File: config.mk
export PLATFORM = sky130hd
export DESIGN_NAME = ptag_snoop_filter
export DESIGN_NICKNAME = d
export VERILOG_FILES = /design/src/rtl/ptag_snoop_filter.sv
export SDC_FILE = /design/constraint.sdc
export NUM_CORES = 2
export LEC_CHECK = 0
export BUFFER_PORTS_ARGS = -buffer_cell sky130_fd_sc_hd__buf_2
export CAP_MARGIN = 20
export CELL_PAD_IN_SITES_DETAIL_PLACEMENT = 2
export CELL_PAD_IN_SITES_GLOBAL_PLACEMENT = 2
export CORE_MARGIN = 3
export CORE_UTILIZATION = 43
export CTS_BUF_LIST = sky130_fd_sc_hd__clkbuf_4 sky130_fd_sc_hd__clkbuf_8 sky130_fd_sc_hd__clkbuf_16
export CTS_CLUSTER_DIAMETER = 60
export DETAILED_ROUTE_END_ITERATION = 16
export PLACE_DENSITY_LB_ADDON = 0.1
export SLEW_MARGIN = 20
export SYNTH_ARGS = -nofsm -noshare
export SYNTH_HDL_FRONTEND = slang
export SYNTH_SLANG_ARGS = --single-unit
File: constraint.sdc
create_clock -name clk -period 15.9 [get_ports clk]
set_input_delay 3.18 -clock clk [delete_from_list [all_inputs] [get_ports clk]]
set_output_delay 3.18 -clock clk [all_outputs]
set_load 0.03 [all_outputs]
File: src/rtl/ptag_snoop_filter.sv
`timescale 1ns/1ps
module ptag_snoop_filter #(
  parameter int NCORES     = 4,
  parameter int NWAYS      = 4,
  parameter int NSETS      = 16,
  parameter int ADDR_W     = 32,
  parameter int LINE_BYTES = 64,
  parameter int PTAG_W     = 8,
  parameter int PRT_DEPTH  = 8,
  localparam int CORE_W  = $clog2(NCORES),
  localparam int WAY_W   = $clog2(NWAYS),
  localparam int IDX_W   = $clog2(NSETS),
  localparam int OFFS_W  = $clog2(LINE_BYTES),
  localparam int TAG_LSB = OFFS_W + IDX_W,
  localparam int PRT_W   = $clog2(PRT_DEPTH)
) (
  input  logic              clk,
  input  logic              rst_n,
  input  logic              req_valid,
  output logic              req_ready,
  input  logic [ADDR_W-1:0] req_addr,
  input  logic [CORE_W-1:0] req_core,
  input  logic [WAY_W-1:0]  req_way,
  input  logic              req_dirty,
  output logic              lk_valid,
  output logic [NCORES-1:0] lk_snoop,
  output logic [NCORES-1:0] lk_owner,
  output logic              lk_bypass,
  output logic [PRT_W-1:0]  lk_id,
  input  logic              fill_valid,
  input  logic [PRT_W-1:0]  fill_id,
  input  logic              evict_valid,
  input  logic [CORE_W-1:0] evict_core,
  input  logic [IDX_W-1:0]  evict_set,
  input  logic [WAY_W-1:0]  evict_way,
  input  logic              wb_valid,
  input  logic [CORE_W-1:0] wb_core,
  input  logic [IDX_W-1:0]  wb_set,
  input  logic [WAY_W-1:0]  wb_way
);

  logic [PTAG_W-1:0] tag_q [NCORES][NSETS][NWAYS];
  logic              vld_q [NCORES][NSETS][NWAYS];
  logic              drt_q [NCORES][NSETS][NWAYS];

  logic [PRT_DEPTH-1:0] pv_q;
  logic [ADDR_W-1:0]    pa_q [PRT_DEPTH];
  logic [CORE_W-1:0]    pc_q [PRT_DEPTH];
  logic [WAY_W-1:0]     pw_q [PRT_DEPTH];
  logic                 pd_q [PRT_DEPTH];

  wire [IDX_W-1:0]  r_set = req_addr[OFFS_W +: IDX_W];
  wire [PTAG_W-1:0] r_tag = req_addr[TAG_LSB +: PTAG_W];
  wire              accept = req_valid && req_ready;
  wire              fill_ok = fill_valid && pv_q[fill_id];
  wire [ADDR_W-1:0] f_addr = pa_q[fill_id];
  wire [IDX_W-1:0]  f_set = f_addr[OFFS_W +: IDX_W];

  assign req_ready = ~&pv_q;

  logic [NCORES-1:0] match, dmatch;
  always_comb begin
    match  = '0;
    dmatch = '0;
    for (int c = 0; c < NCORES; c++)
      for (int w = 0; w < NWAYS; w++)
        if (CORE_W'(c) != req_core && vld_q[c][r_set][w] && tag_q[c][r_set][w] == r_tag) begin
          match[c] = 1'b1;
          if (drt_q[c][r_set][w]) dmatch[c] = 1'b1;
        end
  end

  logic [PRT_W-1:0] free_id;
  always_comb begin
    free_id = '0;
    for (int i = PRT_DEPTH-1; i >= 0; i--)
      if (!pv_q[i]) free_id = PRT_W'(i);
  end

  always_ff @(posedge clk) begin
    if (!rst_n) begin
      pv_q      <= '0;
      lk_valid  <= 1'b0;
      lk_snoop  <= '0;
      lk_owner  <= '0;
      lk_bypass <= 1'b0;
      lk_id     <= '0;
      for (int c = 0; c < NCORES; c++)
        for (int s = 0; s < NSETS; s++)
          for (int w = 0; w < NWAYS; w++) begin
            vld_q[c][s][w] <= 1'b0;
            drt_q[c][s][w] <= 1'b0;
          end
    end else begin
      lk_valid <= accept;
      if (accept) begin
        lk_snoop       <= match;
        lk_owner       <= dmatch;
        lk_bypass      <= ~|match;
        lk_id          <= free_id;
        pv_q[free_id]  <= 1'b1;
        pa_q[free_id]  <= req_addr;
        pc_q[free_id]  <= req_core;
        pw_q[free_id]  <= req_way;
        pd_q[free_id]  <= req_dirty;
      end
      if (wb_valid)
        drt_q[wb_core][wb_set][wb_way] <= 1'b0;
      if (evict_valid)
        vld_q[evict_core][evict_set][evict_way] <= 1'b0;
      if (fill_ok) begin
        pv_q[fill_id] <= 1'b0;
        tag_q[pc_q[fill_id]][f_set][pw_q[fill_id]] <= f_addr[TAG_LSB +: PTAG_W];
        vld_q[pc_q[fill_id]][f_set][pw_q[fill_id]] <= 1'b1;
        drt_q[pc_q[fill_id]][f_set][pw_q[fill_id]] <= pd_q[fill_id];
      end
    end
  end

  AST_ONE_CYCLE: assert property (@(posedge clk) disable iff (!rst_n)
    accept |=> lk_valid);
  AST_NO_SPURIOUS: assert property (@(posedge clk) disable iff (!rst_n)
    !accept |=> !lk_valid);
  AST_SELF_EXCL: assert property (@(posedge clk) disable iff (!rst_n)
    accept |=> !lk_snoop[$past(req_core)]);
  AST_BYPASS_EMPTY: assert property (@(posedge clk) disable iff (!rst_n)
    lk_valid |-> (lk_bypass == (lk_snoop == '0)));
  AST_OWNER_SUBSET: assert property (@(posedge clk) disable iff (!rst_n)
    lk_valid |-> ((lk_owner & ~lk_snoop) == '0));
  AST_NO_OVERFLOW: assert property (@(posedge clk) disable iff (!rst_n)
    (!req_ready && !fill_valid) |=> !req_ready);

endmodule

==> results.txt <==
Routed WL -> 446 mm
Post-Syn Nets -> 7111
CP Cell Sequence -> buf_8 -> buf_12 -> buf_4 -> buf_4 -> mux4_2 -> mux2i_1 -> xnor2_1 -> nor4_1 -> a41oi_1 -> nor4_1 -> nor4b_4 -> nand3_1 -> o31ai_2
Worst reg2reg endpoint -> tag_q[0][242]
Nets -> 7208
Synth warnings -> 0
Sink Count -> 2717
Gr ovfl total -> 0
Via density -> 6.40
Post-CTS Hold Buffers -> 0
Critical path arrival -> 8.67 ns
Final Hold Fails -> 0
CTS Buffer Depth -> 4
Setup-failing EPs final -> 0
Slew @ Worst Pin -> 1.32 ns
Most frequent cells in the layout -> edfxtp_1, nand2_1, mux4_2
Clk root buf -> clkbuf_16
Mean Syn Cell Area -> 16.1 µm²
Sw Ratio -> 23.4%
Tmin final -> 7.90 ns
R2R setup slack -> 11.44 ns
GRT Util Overall -> 32.6%
Crit. End Element -> flop
Commonest non-fill, non-tap cell in the layout -> edfxtp_1
RSZ-0062 raised after global routing -> no
Largest net degree at the start of global routing -> 205
Total CTS buffers -> 308
Fmax -> 127 MHz
Status -> finished, final reports clean
Global-route wire length before repair -> 612 mm
Detailed router's first-iteration violation count -> 8741
Worst-path clk slew -> 0.06 ns
H-Tree Depth -> 5
Initial DRT Pass Iterations -> 5
CP bufs+invs -> 4
Crit Path Class -> input pin to flop
Slowest cell on crit path -> nor4_1
FF+latch count, synth -> 2717
Initial Utilization -> 43.2%
Slew Viols, Final -> 0
Worst hold start -> lk_id[1]
Seq/Total Area, Yosys -> 69.4%
Fin worst setup slack -> 8.00 ns
Clock latency on the worst-skew pair -> 0.91 ns
Clk pwr share -> 44.6%
Core Region -> 263000 µm²
Post-synth EDFFs -> 2439
Number of global-route vias before repair -> 72800
PostCTS Resize Cnt -> 0
Clock Skew -> 0.0516 ns
Gpl congestion -> 0.954
Remaining DRCs -> 0
Number of antenna-violating nets in the routed design -> 0
Finished Cell Area -> 128000 µm²
Data required time at the worst endpoint -> 16.67 ns
Leak -> 44.2 nW
Period Utilization, post-route -> 49.7%
Worst Hold Depth -> 2
Num rows -> 188
Layout area overhead -> 12.5%
DR vias -> 69900
DIE AREA -> 270000 µm²
Yosys cell types -> 85
Crit path max-delay family -> simple AND/OR/NAND/NOR gates
IO buf count -> 55
Top_reg_cell synth -> edfxtp_1
Post-DP Area -> 118000 µm²
Sequential share of power -> 48.9%
Crit start category -> input pin
Pre-CTS WS -> 7.15 ns
TritonCTS clock tree -> yes
Switching power -> 0.00377 W
Internal Dissipation -> 0.0124 W
Total negative slack -> 0 ns
Worst hold-check path type -> flop to flop
Worst Hold Endpoint -> lk_id[1]
Total power -> 0.0161 W
Dpl hpwl -> 288 mm
FF-to-FF Start -> pa_q[4][8]
Pwr/cell area -> 126 nW/µm²
Post-synthesis cell count -> 7049
Worst rel slew slack -> 11.6%
Ys async rst share -> 0%
Die W -> 520 µm
Combinational share of power -> 6.5%
Drt wl/cell -> 40.8 µm
Worst r2r path cells -> 9
Max VDD drop -> 106 µV
Max_cap viols -> 0
CP peak stage delay -> 1.03 ns
Netlist Area Pre-Place -> 114000 µm²
IO Pins -> 76
Die height -> 520 µm
Crit Path Max Fanout -> 90
Layout cells sized above 1 -> 19.3%
Initial antenna violation count -> 39
Setup Buffers After CTS -> 0
cells by family after synthesis:
family | Yosys count | share of synthesized area (%)
buf+inv | 721 | 3.09
xor+xnor | 132 | 1.02
flops | 2717 | 69.4
mux | 949 | 14.9
simple gates | 1766 | 6.56
compound gates | 764 | 5.03
registers in the layout, summed over array words and instances, names as in the netlist:
register,flops
tag_q,2048
drt_q,256
vld_q,256
pa_q,96
pc_q,16
pw_q,16
pd_q,8
pv_q,8
lk_owner,4
lk_snoop,4
lk_id,3
lk_bypass,1
lk_valid,1
area by class of cell:
class | count | area (µm²)
Antenna cell | 30 | 75.1
Sequential cell | 2717 | 78800
Clock buffer | 401 | 8540
Inverter | 275 | 1050
Fill cell | 24100 | 135000
Clock inverter | 148 | 1460
Timing Repair Buffer | 233 | 1880
Tap cell | 3515 | 4400
Multi-Input combinational cell | 3611 | 31500
Yosys cell counts (21+ instances only):
cell type	n	area, µm²
nand2_1	888	3330
clkbuf_1	210	788
buf_4	47	353
xor2_1	21	184
edfxtp_1	2439	73200
o21ai_0	54	270
a221oi_1	33	289
xnor2_1	111	972
buf_2	96	480
nor2_1	462	1730
buf_6	40	450
nand4_1	27	169
mux2_2	28	315
mux4_2	585	13200
a21oi_1	40	200
nor2b_1	33	206
dfxtp_1	278	5570
buf_1	36	135
nor3_1	35	175
inv_1	266	998
o211ai_1	375	2820
mux2i_1	333	3330
a22o_1	30	263
a22oi_1	92	691
nand3_1	217	1090
metrics by stage:
stage | cells | utilization (%) | hold WS, ns
after global routing | 10900 | 48.6 | 0.468
after detailed placement | 10300 | 44.8 | 0.449
final | 10900 | 48.6 | 0.451
after CTS | 10900 | 48.6 | 0.455
after floorplan | 7049 | - | 0.447
after global placement | 10300 | 44.8 | 0.449
power by group through the flow:
| stage | combinational (W) | clock, W | sequential [W] |
|---|---|---|---|
| after detailed placement | 0.00104 | 0 | 0.00804 |
| after global routing | 0.00110 | 0.00754 | 0.00788 |
| final | 0.00105 | 0.00719 | 0.00789 |
| after floorplan | 0.000609 | 0 | 0.00809 |
| after CTS | 0.00104 | 0.00728 | 0.00789 |
| after global placement | 0.000993 | 0 | 0.00803 |
worst max path at each step:
stage / slack, ns / from / end / depth (start not counted)
after global routing: 7.85 / req_addr[6] / lk_owner[2] / 13
after floorplan: 2.80 / fill_id[2] / tag_q[0][101] / 7
after global placement: 7.17 / req_addr[6] / lk_owner[2] / 13
after CTS: 8.08 / req_addr[6] / lk_owner[2] / 13
final: 8.00 / req_addr[7] / lk_bypass / 13
after detailed placement: 7.15 / req_addr[6] / lk_owner[2] / 13
per-layer routing:
layer / track usage (%) / part of all wire [%] / vias to the layer above
li1: - / - / 27600
met1: 44.1 / 40 / 37900
met2: 50.8 / 46 / 3502
met3: 6.27 / 8.0 / 910
met4: 15.6 / 5.5 / 14
met5: 0 / 0.020 / -
tightest hold or removal path, cell delays in order (launching register included):
cell     delay, ns
dfxtp_1       0.30
nand2_1       0.05
a21oi_1       0.05
Power figures use the tool's default switching activity.
